[src/rtl/gpio_bank_pkg.sv]
package gpio_bank_pkg;

    localparam int NGRP      = 4;
    localparam int DW        = 32;
    localparam int AW        = 5;

    // group 3 layout
    localparam int G3_IO_PINS    = 6;
    localparam int G3_IO_LSB     = 25;   // bidir pins in output/direction latches
    localparam int G3_IO_IN_LSB  = 10;   // bidir pins 0..4 in state
    localparam int G3_IO_IN_LAST = 24;   // bidir pin 5 in state
    localparam int G3_GPI_PINS   = 28;
    localparam int G3_GPO_PINS   = 24;

    typedef enum logic [2:0] {
        REG_STATE   = 3'd0,
        REG_OUT_SET = 3'd1,
        REG_OUT_CLR = 3'd2,
        REG_DIR_SET = 3'd3,
        REG_DIR_CLR = 3'd4
    } reg_sel_e;

    typedef struct packed {
        logic [1:0] grp;
        reg_sel_e   sel;
    } bus_dec_t;

    function automatic logic [DW-1:0] low_ones(int n);
        logic [DW-1:0] m;
        m = '0;
        for (int i = 0; i < DW; i++)
            if (i < n) m[i] = 1'b1;
        return m;
    endfunction

    function automatic logic [DW-1:0] io_field();
        return low_ones(G3_IO_PINS) << G3_IO_LSB;
    endfunction

    function automatic logic [DW-1:0] out_mask(int g, int p0, int p1, int p2);
        case (g)
            0:       return low_ones(p0);
            1:       return low_ones(p1);
            2:       return low_ones(p2);
            default: return low_ones(G3_GPO_PINS) | io_field();
        endcase
    endfunction

    function automatic logic [DW-1:0] dir_mask(int g, int p0, int p1, int p2);
        case (g)
            0:       return low_ones(p0);
            1:       return low_ones(p1);
            2:       return low_ones(p2);
            default: return io_field();
        endcase
    endfunction

    // state word of group 3: bidir pins overlay input-only positions
    function automatic logic [DW-1:0] g3_state(logic [G3_GPI_PINS-1:0] gpi,
                                               logic [G3_IO_PINS-1:0]  io);
        logic [DW-1:0] s;
        s = '0;
        s[G3_GPI_PINS-1:0] = gpi;
        s[G3_IO_IN_LSB +: G3_IO_PINS-1] = io[G3_IO_PINS-2:0];
        s[G3_IO_IN_LAST] = io[G3_IO_PINS-1];
        return s;
    endfunction

endpackage

[src/rtl/gpio_sync.sv]
module gpio_sync #(
    parameter int W      = 8,
    parameter int STAGES = 2
) (
    input  logic         clk,
    input  logic         rst,
    input  logic [W-1:0] d,
    output logic [W-1:0] q
);
    logic [STAGES-1:0][W-1:0] chain;

    always_ff @(posedge clk) begin
        if (rst) chain[0] <= '0;
        else     chain[0] <= d;
    end

    for (genvar s = 1; s < STAGES; s++) begin : g_stage
        always_ff @(posedge clk) begin
            if (rst) chain[s] <= '0;
            else     chain[s] <= chain[s-1];
        end
    end

    assign q = chain[STAGES-1];
endmodule

[src/rtl/gpio_setclr_reg.sv]
module gpio_setclr_reg #(
    parameter int           W    = 32,
    parameter logic [W-1:0] MASK = '1
) (
    input  logic         clk,
    input  logic         rst,
    input  logic         set_stb,
    input  logic         clr_stb,
    input  logic [W-1:0] bits,
    output logic [W-1:0] q
);
    logic [W-1:0] sel_bits;
    assign sel_bits = bits & MASK;

    always_ff @(posedge clk) begin
        if (rst)          q <= '0;
        else if (set_stb) q <= q | sel_bits;
        else if (clr_stb) q <= q & ~sel_bits;
    end
endmodule

[src/rtl/gpio_bank_ctrl.sv]
module gpio_bank_ctrl
    import gpio_bank_pkg::*;
#(
    parameter int P0_PINS     = 8,
    parameter int P1_PINS     = 24,
    parameter int P2_PINS     = 13,
    parameter int SYNC_STAGES = 2
) (
    input  logic                   clk,
    input  logic                   rst,
    input  logic                   bus_wen,
    input  logic [AW-1:0]          bus_addr,
    input  logic [DW-1:0]          bus_wdata,
    output logic [DW-1:0]          bus_rdata,
    input  logic [P0_PINS-1:0]     g0_in,
    output logic [P0_PINS-1:0]     g0_out,
    output logic [P0_PINS-1:0]     g0_oe,
    input  logic [P1_PINS-1:0]     g1_in,
    output logic [P1_PINS-1:0]     g1_out,
    output logic [P1_PINS-1:0]     g1_oe,
    input  logic [P2_PINS-1:0]     g2_in,
    output logic [P2_PINS-1:0]     g2_out,
    output logic [P2_PINS-1:0]     g2_oe,
    input  logic [G3_IO_PINS-1:0]  g3io_in,
    output logic [G3_IO_PINS-1:0]  g3io_out,
    output logic [G3_IO_PINS-1:0]  g3io_oe,
    input  logic [G3_GPI_PINS-1:0] g3i_in,
    output logic [G3_GPO_PINS-1:0] g3o_out
);
    localparam int G3_SYNC_W = G3_GPI_PINS + G3_IO_PINS;

    bus_dec_t dec;
    assign dec.grp = bus_addr[4:3];
    assign dec.sel = reg_sel_e'(bus_addr[2:0]);

    logic [NGRP-1:0][DW-1:0] out_q, dir_q, state;

    // ---------------- set/clear latches ----------------
    for (genvar g = 0; g < NGRP; g++) begin : g_grp
        logic hit;
        assign hit = bus_wen && (dec.grp == 2'(g));

        gpio_setclr_reg #(
            .W   (DW),
            .MASK(out_mask(g, P0_PINS, P1_PINS, P2_PINS))
        ) u_out (
            .clk    (clk),
            .rst    (rst),
            .set_stb(hit && dec.sel == REG_OUT_SET),
            .clr_stb(hit && dec.sel == REG_OUT_CLR),
            .bits   (bus_wdata),
            .q      (out_q[g])
        );

        gpio_setclr_reg #(
            .W   (DW),
            .MASK(dir_mask(g, P0_PINS, P1_PINS, P2_PINS))
        ) u_dir (
            .clk    (clk),
            .rst    (rst),
            .set_stb(hit && dec.sel == REG_DIR_SET),
            .clr_stb(hit && dec.sel == REG_DIR_CLR),
            .bits   (bus_wdata),
            .q      (dir_q[g])
        );
    end

    // ---------------- input synchronisers ----------------
    logic [P0_PINS-1:0]   s0;
    logic [P1_PINS-1:0]   s1;
    logic [P2_PINS-1:0]   s2;
    logic [G3_SYNC_W-1:0] s3;

    gpio_sync #(.W(P0_PINS), .STAGES(SYNC_STAGES)) u_sync0 (
        .clk(clk), .rst(rst), .d(g0_in), .q(s0));
    gpio_sync #(.W(P1_PINS), .STAGES(SYNC_STAGES)) u_sync1 (
        .clk(clk), .rst(rst), .d(g1_in), .q(s1));
    gpio_sync #(.W(P2_PINS), .STAGES(SYNC_STAGES)) u_sync2 (
        .clk(clk), .rst(rst), .d(g2_in), .q(s2));
    gpio_sync #(.W(G3_SYNC_W), .STAGES(SYNC_STAGES)) u_sync3 (
        .clk(clk), .rst(rst), .d({g3io_in, g3i_in}), .q(s3));

    always_comb begin
        state    = '0;
        state[0][P0_PINS-1:0] = s0;
        state[1][P1_PINS-1:0] = s1;
        state[2][P2_PINS-1:0] = s2;
        state[3] = g3_state(s3[G3_GPI_PINS-1:0], s3[G3_SYNC_W-1:G3_GPI_PINS]);
    end

    // ---------------- read mux ----------------
    always_comb begin
        case (dec.sel)
            REG_STATE:                bus_rdata = state[dec.grp];
            REG_OUT_SET, REG_OUT_CLR: bus_rdata = out_q[dec.grp];
            REG_DIR_SET, REG_DIR_CLR: bus_rdata = dir_q[dec.grp];
            default:                  bus_rdata = '0;
        endcase
    end

    // ---------------- pin mapping ----------------
    assign g0_out   = out_q[0][P0_PINS-1:0];
    assign g0_oe    = dir_q[0][P0_PINS-1:0];
    assign g1_out   = out_q[1][P1_PINS-1:0];
    assign g1_oe    = dir_q[1][P1_PINS-1:0];
    assign g2_out   = out_q[2][P2_PINS-1:0];
    assign g2_oe    = dir_q[2][P2_PINS-1:0];
    assign g3io_out = out_q[3][G3_IO_LSB +: G3_IO_PINS];
    assign g3io_oe  = dir_q[3][G3_IO_LSB +: G3_IO_PINS];
    assign g3o_out  = out_q[3][G3_GPO_PINS-1:0];
endmodule

[config.mk]
export PLATFORM = sky130hd
export DESIGN_NAME = gpio_bank_ctrl
export DESIGN_NICKNAME = d
export VERILOG_FILES = /design/src/rtl/gpio_bank_pkg.sv /design/src/rtl/gpio_sync.sv /design/src/rtl/gpio_setclr_reg.sv /design/src/rtl/gpio_bank_ctrl.sv
export SDC_FILE = /design/constraint.sdc
export NUM_CORES = 1
export LEC_CHECK = 0
export ABC_AREA = 1
export CORE_MARGIN = 2
export CORE_UTILIZATION = 59
export CTS_BUF_LIST = sky130_fd_sc_hd__clkbuf_8
export CTS_CLUSTER_SIZE = 40
export DETAILED_ROUTE_END_ITERATION = 10
export PLACE_DENSITY = 0.95
export SYNTH_ARGS = -nofsm -noshare
export SYNTH_HDL_FRONTEND = slang
export SYNTH_HIERARCHICAL = 1
export SYNTH_SLANG_ARGS = --single-unit
[constraint.sdc]
create_clock -name clk -period 4.6 [get_ports clk]
set_input_delay 1.15 -clock clk [delete_from_list [all_inputs] [get_ports clk]]
set_output_delay 1.15 -clock clk [all_outputs]
set_load 0.01 [all_outputs]
# After elaboration in Yosys (flattened, before gate mapping)
# Index checks and enable logic that the tools add are counted.
# word_totals
reg_bits	414
latchBits	0
ram_bits	0
mem_bits_ro	0
in_bits	119
output_inout_bits	158
word_cells	100
memories	0
# op_classes
addsub	0
n_mul	0
n_div	0
n_lt_le_gt_ge	1
eq_ne	7
shift	0
n_mux	23
bitwise	21
reduce_logical	32
# op_table
op	count
32-bit two-way mux	19
32-bit bitwise AND	8
32-bit binary-select mux with 2-bit select	3
32-bit case mux with 3 select lines	1
31-bit inverter with 32-bit output	2
32-bit by 13-bit OR with 32-bit output	2
32-bit by 24-bit OR with 32-bit output	2
32-bit by 31-bit OR with 32-bit output	2
32-bit by 8-bit OR with 32-bit output	2
13-bit inverter with 32-bit output	1
24-bit inverter with 32-bit output	1
8-bit inverter with 32-bit output	1
1-bit logical AND	20
2-bit nonzero test	8
3-bit by 2-bit equality test with 1-bit output (second input constant)	2
2-bit equality test (second input constant)	2
2-bit OR reduction	2
3-bit by 1-bit equality test with 1-bit output (second input constant)	1
3-bit equality test (second input constant)	1
3-bit logical NOT	1
2-bit by 3-bit less-than comparator with 1-bit output (second input constant)	1
2-bit by 1-bit equality test with 1-bit output (second input constant)	1
2-bit logical NOT	1

# Longest topological paths before layout
# Gate-level depths: netlist (run 1).
# logic_depth
depth_word	5
ltp_mapped	10
ltp_nobuf	7

# Modules after synthesis
# The synthesis (run 1) kept the hierarchy.
# by_module_without_submodules
mod	instances	cells_per_inst	area_each_um2	seq_area_each_um2
gpio_bank_ctrl	1	909	3613.5	0.0
gpio_sync (u_sync3)	1	246	2185.8	1361.3
gpio_setclr_reg (g_grp[1].u_dir ...)	2	135	1057.3	480.5
gpio_sync (u_sync1)	1	173	1545.2	960.9
gpio_setclr_reg (g_grp[2].u_dir ...)	2	88	685.7	260.2
gpio_setclr_reg (g_grp[3].u_out)	1	162	1302.5	600.6
gpio_setclr_reg (g_grp[0].u_dir ...)	2	68	488.0	160.2
gpio_sync (u_sync2)	1	94	849.6	520.5
gpio_sync (u_sync0)	1	58	534.3	320.3
gpio_setclr_reg (g_grp[3].u_dir)	1	57	416.6	120.1

# Worst setup path after synthesis (run 1)
# Ideal clock, no wire load.
# synth_timing
kind	input -> output
start	input port bus_addr[2]
end	output port bus_rdata[0]
arrival_ns	1.911
required_time_ns	3.450
path_slack_ns	1.539
stages	6
n_path_buf	1
cell_sequence	inv_1 nand3_1 inv_1 buf_1 nand2_1 nand3_1
# synth_via
elab_chain_len	3
elab_cells_between_ends	8
cone_classes	4 x eq/ne; 1 x mux; 3 x reduce/logical
# synth_rtl
element	line	text
from (decl)	gpio_bank_ctrl.sv:12	input logic [AW-1:0] bus_addr,
3-bit by 2-bit equality test with 1-bit output, or another cell as far along	gpio_bank_ctrl.sv:93	case (dec.sel)
2-bit OR reduction	gpio_bank_ctrl.sv:93	
32-bit case mux with 3 select lines (*)	gpio_bank_ctrl.sv:93	
to (decl)	gpio_bank_ctrl.sv:14	output logic [DW-1:0] bus_rdata,
# Mark *: on every way between the ends. The rest lies on a longest branch, timed or not.

# Worst setup path in the final report (run 1)
# layout_timing
start	input port bus_addr[0]
end	output port bus_rdata[16]
# The elaborated chain is that of the path after synthesis.

==> qor.yml, run 1 <==
skew_ns: 0.0368
wire_per_inst_um: 14.7
grt_pass1_wl_um: 63900
setup_tns_ns: 0
nets: 2507
setup_viol: 0
fin_crit_sh: 0.942
hold_viol_final: 0
rr_worst_depth: 2
ir_worst_vdd_uv: 269
synthCells: 2239
antenna_found_initial: 1
fillers: 1928
dp_hpwl_um: 28300
tritoncts: "yes"
dr.first_iter.drc_count: 1276
worstSetupPathType: "input pin to primary output"
final_core_util: 0.696
cp.arrival_ns: 3.18
coreArea_um2: 24200
cts-root-buf: "clkbuf_8"
cp-start-kind: "input pin"
whs_endpoint: "u_sync3/q[33]"
vias: 13700
post_cts_buffers: 0
clock.fmax_mhz: 231
die_h_um: 161
crit_slowest_cell: "clkdlybuf4s50_1"
design.die.area_um2: 25900
grt_max_degree: 141
finalCriticalPeriod_ns: 4.33
cts_max_level: 2
gp_congestion: 0.931
synth.avg_cell_area_um2: 6.49
port_buffers: 267
clk_latency_ns: 0.58
status: "complete, no violations"
worstHoldStart: "u_sync3/chain[33]"
rows: 57
syn_to_final_growth_pct: 16.1
grt_pass1_vias: 12800
ant_nets: 0
rsz0062_at_grt: "false"
cts_sinks: 272
cts-buffers-inserted: 44
final-seq-area_um2: 5450
cts_buffer_depth: 3
power.leakage_nw: 7.70
slew_headroom: 0.270
p_per_area_nw_per_um2: 295
dieWidth_um: 161
worst_pin_slew_ns: 1.09
cap_violations: 0
rrSetupSlack_ns: 3.89
syn-cell-area_um2: 14500
power_w: 0.00497
drcViolationCount: 0
cpPeakStageDelay_ns: 0.55
final_max_slew_viol_count: 0
cts.repair.resized: 0
cp_common_cell: "nand3_1"
pin_count: 277
final_layout_size_suffix_gt1_frac: 0.0790
path_max_fanout: 12
wl_um: 40400
grt_usage: 0.305
path_cells: "clkdlybuf4s50_1 > inv_1 > nand3_1 > inv_1 > nand3_1 > nand3_1 > clkdlybuf4s50_1"
dr.pass1.iters: 7
multiInputGateArea_um2: 6710
hold_class: "flip-flop to flip-flop"
yosysWarnings: 6
gr-total-overflow: 0
clk_pin_slew_worst_paths_ns: 0.07
routed_via_density: 5.00
min_path_cells: 2
initial_core_util: 0.599
postCtsHoldBufs: 0
cp_data_required_time_ns: 3.45
end_kind: "primary output"
stage by stage:
stage,setup WS [ns],area (µm²),std cells,hold slack [ns]
6_report,0.265,16900,2743,0.367
5_1_grt,0.0927,16900,2742,0.410
4_1_cts,0.253,16900,2742,0.383
3_5_place_dp,0.257,16100,2666,0.392
3_3_place_gp,0.291,16100,2666,0.393
2_1_floorplan,1.54,15000,2361,0.388
per-layer routing:
metal  part of all wire  track usage  up-vias
li1                   -            -     6652
met1               0.38        0.371     6121
met2               0.46        0.501      786
met3               0.10       0.0648      157
met4              0.056        0.178        0
met5                  0            0        -
area by class of cell:
type / count / share of cell area
Multi-Input combinational cell: 1624 / 0.397
Sequential cell: 272 / 0.323
Timing Repair Buffer: 293 / 0.174
Clock buffer: 47 / 0.0383
Inverter: 153 / 0.0342
Tap cell: 324 / 0.0240
Clock inverter: 29 / 0.00912
Antenna cell: 1 / 0.000148
power breakdown:
| group | internal, W | switching, W | total [W] |
|---|---|---|---|
| registers | 0.00242 | 0.0000254 | 0.00245 |
| clock network | 0.000996 | 0.000939 | 0.00193 |
| logic | 0.000229 | 0.000360 | 0.000590 |
cell usage in the layout, fill, tap and decap left out, drive strengths merged:
cell type / instances
clkdlybuf4s50: 264
clkinv: 6
nand2: 1139
inv: 172
clkinvlp: 3
dfxtp: 272
nor2: 165
a21oi: 130
clkbuf: 47
bufinv: 1
nand3: 56
conb: 130
o21ai: 4
diode: 1
buf: 29
worst max-delay path, delay by kind of cell:
family	cells	cell delay [ns]
buffers and inverters	4	1.44
and+or+nand+nor	3	0.59
how the worst max path moves through the flow:
| stage | start | end | slack, ns | depth (start not counted) |
|---|---|---|---|---|
| after detailed placement | bus_addr[0] | bus_rdata[13] | 0.26 | 7 |
| after floorplan | bus_addr[2] | bus_rdata[0] | 1.54 | 6 |
| after global placement | bus_addr[0] | bus_rdata[13] | 0.29 | 7 |
| after CTS | bus_addr[0] | bus_rdata[13] | 0.25 | 7 |
| after global routing | bus_addr[0] | bus_rdata[14] | 0.09 | 7 |
| final | bus_addr[0] | bus_rdata[16] | 0.27 | 7 |
Note: power is estimated with default switching activity, not from simulation.
==> run 2: changes to the inputs <==
--- a/config.mk
+++ b/config.mk
@@ -6,7 +6,6 @@
 export NUM_CORES = 1
 export LEC_CHECK = 0
 export ABC_AREA = 1
-export CORE_MARGIN = 2
 export CORE_UTILIZATION = 59
 export CTS_BUF_LIST = sky130_fd_sc_hd__clkbuf_8
 export CTS_CLUSTER_SIZE = 40
==> run 2 against run 1 <==
Compared with the run above: cell area is 0.22% higher; register-to-register slack hardly changed; worst hold slack better by 0.026 ns; sequential share of layout area is 0.069 points lower; cell count is 0.15% higher; non-clock buffer count is 4 higher; fmax is 1.5% lower; largest power group unchanged; core utilization is 0.15 points higher; routed wire length is 0.75% higher.
==> qor.yml, run 2 (synthesized netlist as in run 1, its figures left out) <==
status: "complete, no violations"  # unchanged
coreArea_um2: 24200  # unchanged
initial_core_util: 0.599  # unchanged
clk_pin_slew_worst_paths_ns: 0.06  # was 0.07 ns
post_cts_buffers: 0  # unchanged
stdcell_area_um2: 16900  # about the same
port_buffers: 267  # unchanged
cts_max_level: 2  # unchanged
pin_count: 277  # unchanged
die_h_um: 159  # was 161 µm
final_layout_size_suffix_gt1_frac: 0.0821  # was 0.0790
cp_data_required_time_ns: 3.45  # about the same
cp.arrival_ns: 3.25  # was 3.18 ns
antenna_found_initial: 0  # was 1
path_max_fanout: 12  # unchanged
wire_per_inst_um: 14.8  # was 14.7 µm
grt_usage: 0.317  # was 0.305
rsz0062_at_grt: "false"  # unchanged
setup_slack_ns: 0.199  # was 0.265 ns
setup_tns_ns: 0  # unchanged
ant_nets: 0  # unchanged
gp_congestion: 0.904  # was 0.931
nets: 2510  # was 2507
cp_common_cell: "nand3_1"  # unchanged
finalCriticalPeriod_ns: 4.40  # was 4.33 ns
multiInputGateArea_um2: 6710  # unchanged
worstSetupPathType: "input pin to primary output"  # unchanged
cts-root-buf: "clkbuf_8"  # unchanged
vias: 13800  # was 13.7k
n_antenna_cell: 0  # was 1
clk_latency_ns: 0.56  # was 0.58 ns
rows: 57  # unchanged
fin_crit_sh: 0.957  # was 0.942
path_buf_inv: 4  # unchanged
cts.repair.resized: 0  # unchanged
crit_slowest_cell: "clkdlybuf4s50_1"  # unchanged
cts_buffer_depth: 3  # unchanged
wl_um: 40700  # was 40400 µm
fillers: 1873  # was 1928
grt_pass1_vias: 13000  # was 12.8k
cp-start-kind: "input pin"  # unchanged
skew_ns: 0.0176  # was 0.0368 ns
dr.first_iter.drc_count: 1477  # was 1276
grt_max_degree: 101  # was 141
cts_sinks: 272  # unchanged
layout_common_cells: "nand2_1 (1139), dfxtp_1 (272), clkdlybuf4s50_1 (264)"  # unchanged
tritoncts: "yes"  # unchanged
hold_viol_final: 0  # unchanged
post_dp_cell_area_um2: 16100  # about the same
routed_via_density: 5.03  # was 5.00
hold_class: "flip-flop to flip-flop"  # unchanged
clock.fmax_mhz: 227  # was 231 MHz
cts-buffers-inserted: 43  # was 44
final_common_cell: "nand2_1"  # unchanged
grt_pass1_wl_um: 65000  # was 63900 µm
p_per_area_nw_per_um2: 300  # was 295 nW/µm²
syn_to_final_growth_pct: 16.4  # was 16.1%
slew_headroom: 0.297  # was 0.270
worst_pin_slew_ns: 1.05  # was 1.09 ns
postCtsHoldBufs: 0  # unchanged
end_kind: "primary output"  # unchanged
path_cells: "clkdlybuf4s50_1 > inv_1 > nand3_1 > inv_1 > nand3_1 > nand3_1 > clkdlybuf4s50_1"  # unchanged
dp_hpwl_um: 28500  # was 28300 µm
design.die.area_um2: 25300  # was 25900 µm²
dr.pass1.iters: 7  # unchanged
critPathTopFamily: "buffers and inverters"  # unchanged
gr-total-overflow: 0  # unchanged
cap_violations: 0  # unchanged
final-seq-area_um2: 5450  # unchanged
ir_worst_vdd_uv: 253  # was 269 µV
final_max_slew_viol_count: 0  # unchanged
setup_viol: 0  # unchanged
dp_slack_ns: 0.206  # was 0.257 ns
cpPeakStageDelay_ns: 0.55  # about the same
drcViolationCount: 0  # unchanged
dieWidth_um: 159  # was 161 µm
power.leakage_nw: 7.74  # was 7.70 nW
run 2: changes by cell type in the layout (fill, tap and decap cells not counted):
cell	change
buf_12	-4
buf_4	+8
clkinvlp_4	-3
clkbuf_8	+5
inv_8	+1
inv_1	-3
inv_6	+2
diode_2	-1
clkinv_2	-1
run 2: layout make-up:
class / count / share of cell area
sequential: 272 / 0.322
clock inverter: 25 / 0.00851
tap: 324 / 0.0240
clock buffer: 52 / 0.0423
inverter: 153 / 0.0341
timing repair buffer: 297 / 0.173
multi-input combinational: 1624 / 0.397
run 2: power by group:
| part | switching (W) | internal [W] | leakage, nW |
|---|---|---|---|
| registers | 0.0000251 | 0.00242 | 2.22 |
| logic | 0.000366 | 0.000227 | 5.00 |
| clock network | 0.000944 | 0.00109 | 0.508 |
run 2: worst reg2reg max path: stages, from the launching register on:
cell and delay, ns:
dfxtp_1 0.42, nand2_1 0.08, a21oi_1 0.13
run 2: stage by stage:
step	instances	power [W]	hold WS, ns	util
CTS	2747	0.00508	0.402	0.698
floorplan	2361	0.00293	0.388	-
global placement	2670	0.00306	0.393	0.662
finish	2747	0.00507	0.393	0.698
detailed placement	2670	0.00307	0.394	0.662
global route	2747	0.00528	0.414	0.698
run 2: per-layer routing:
layer,GRT usage,routed length [µm],up-vias
li1,-,-,6666
met1,0.384,15600,6167
met2,0.531,19000,811
met3,0.0711,4120,166
met4,0.159,2000,0
met5,0,0,-
run 2: worst paths after layout:
kind	depth (start not counted)	startpoint	end	slack (ns)
worst max-delay path	7	bus_addr[2]	bus_rdata[13]	0.20
worst max register to register	2	flip-flop	flip-flop	3.89
worst min register to register	2	u_sync1/chain[14]	u_sync1/q[14]	0.39
worst min-delay path	2	u_sync1/chain[14]	u_sync1/q[14]	0.39
==> run 3: changes to the inputs <==
--- a/config.mk
+++ b/config.mk
@@ -11,6 +11,7 @@
 export CTS_CLUSTER_SIZE = 40
 export DETAILED_ROUTE_END_ITERATION = 10
 export PLACE_DENSITY = 0.95
+export SLEW_MARGIN = 5
 export SYNTH_ARGS = -nofsm -noshare
 export SYNTH_HDL_FRONTEND = slang
 export SYNTH_HIERARCHICAL = 1
==> results of run 3 <==
No change in the layout: final DEF, timing and power equal those of run 2.
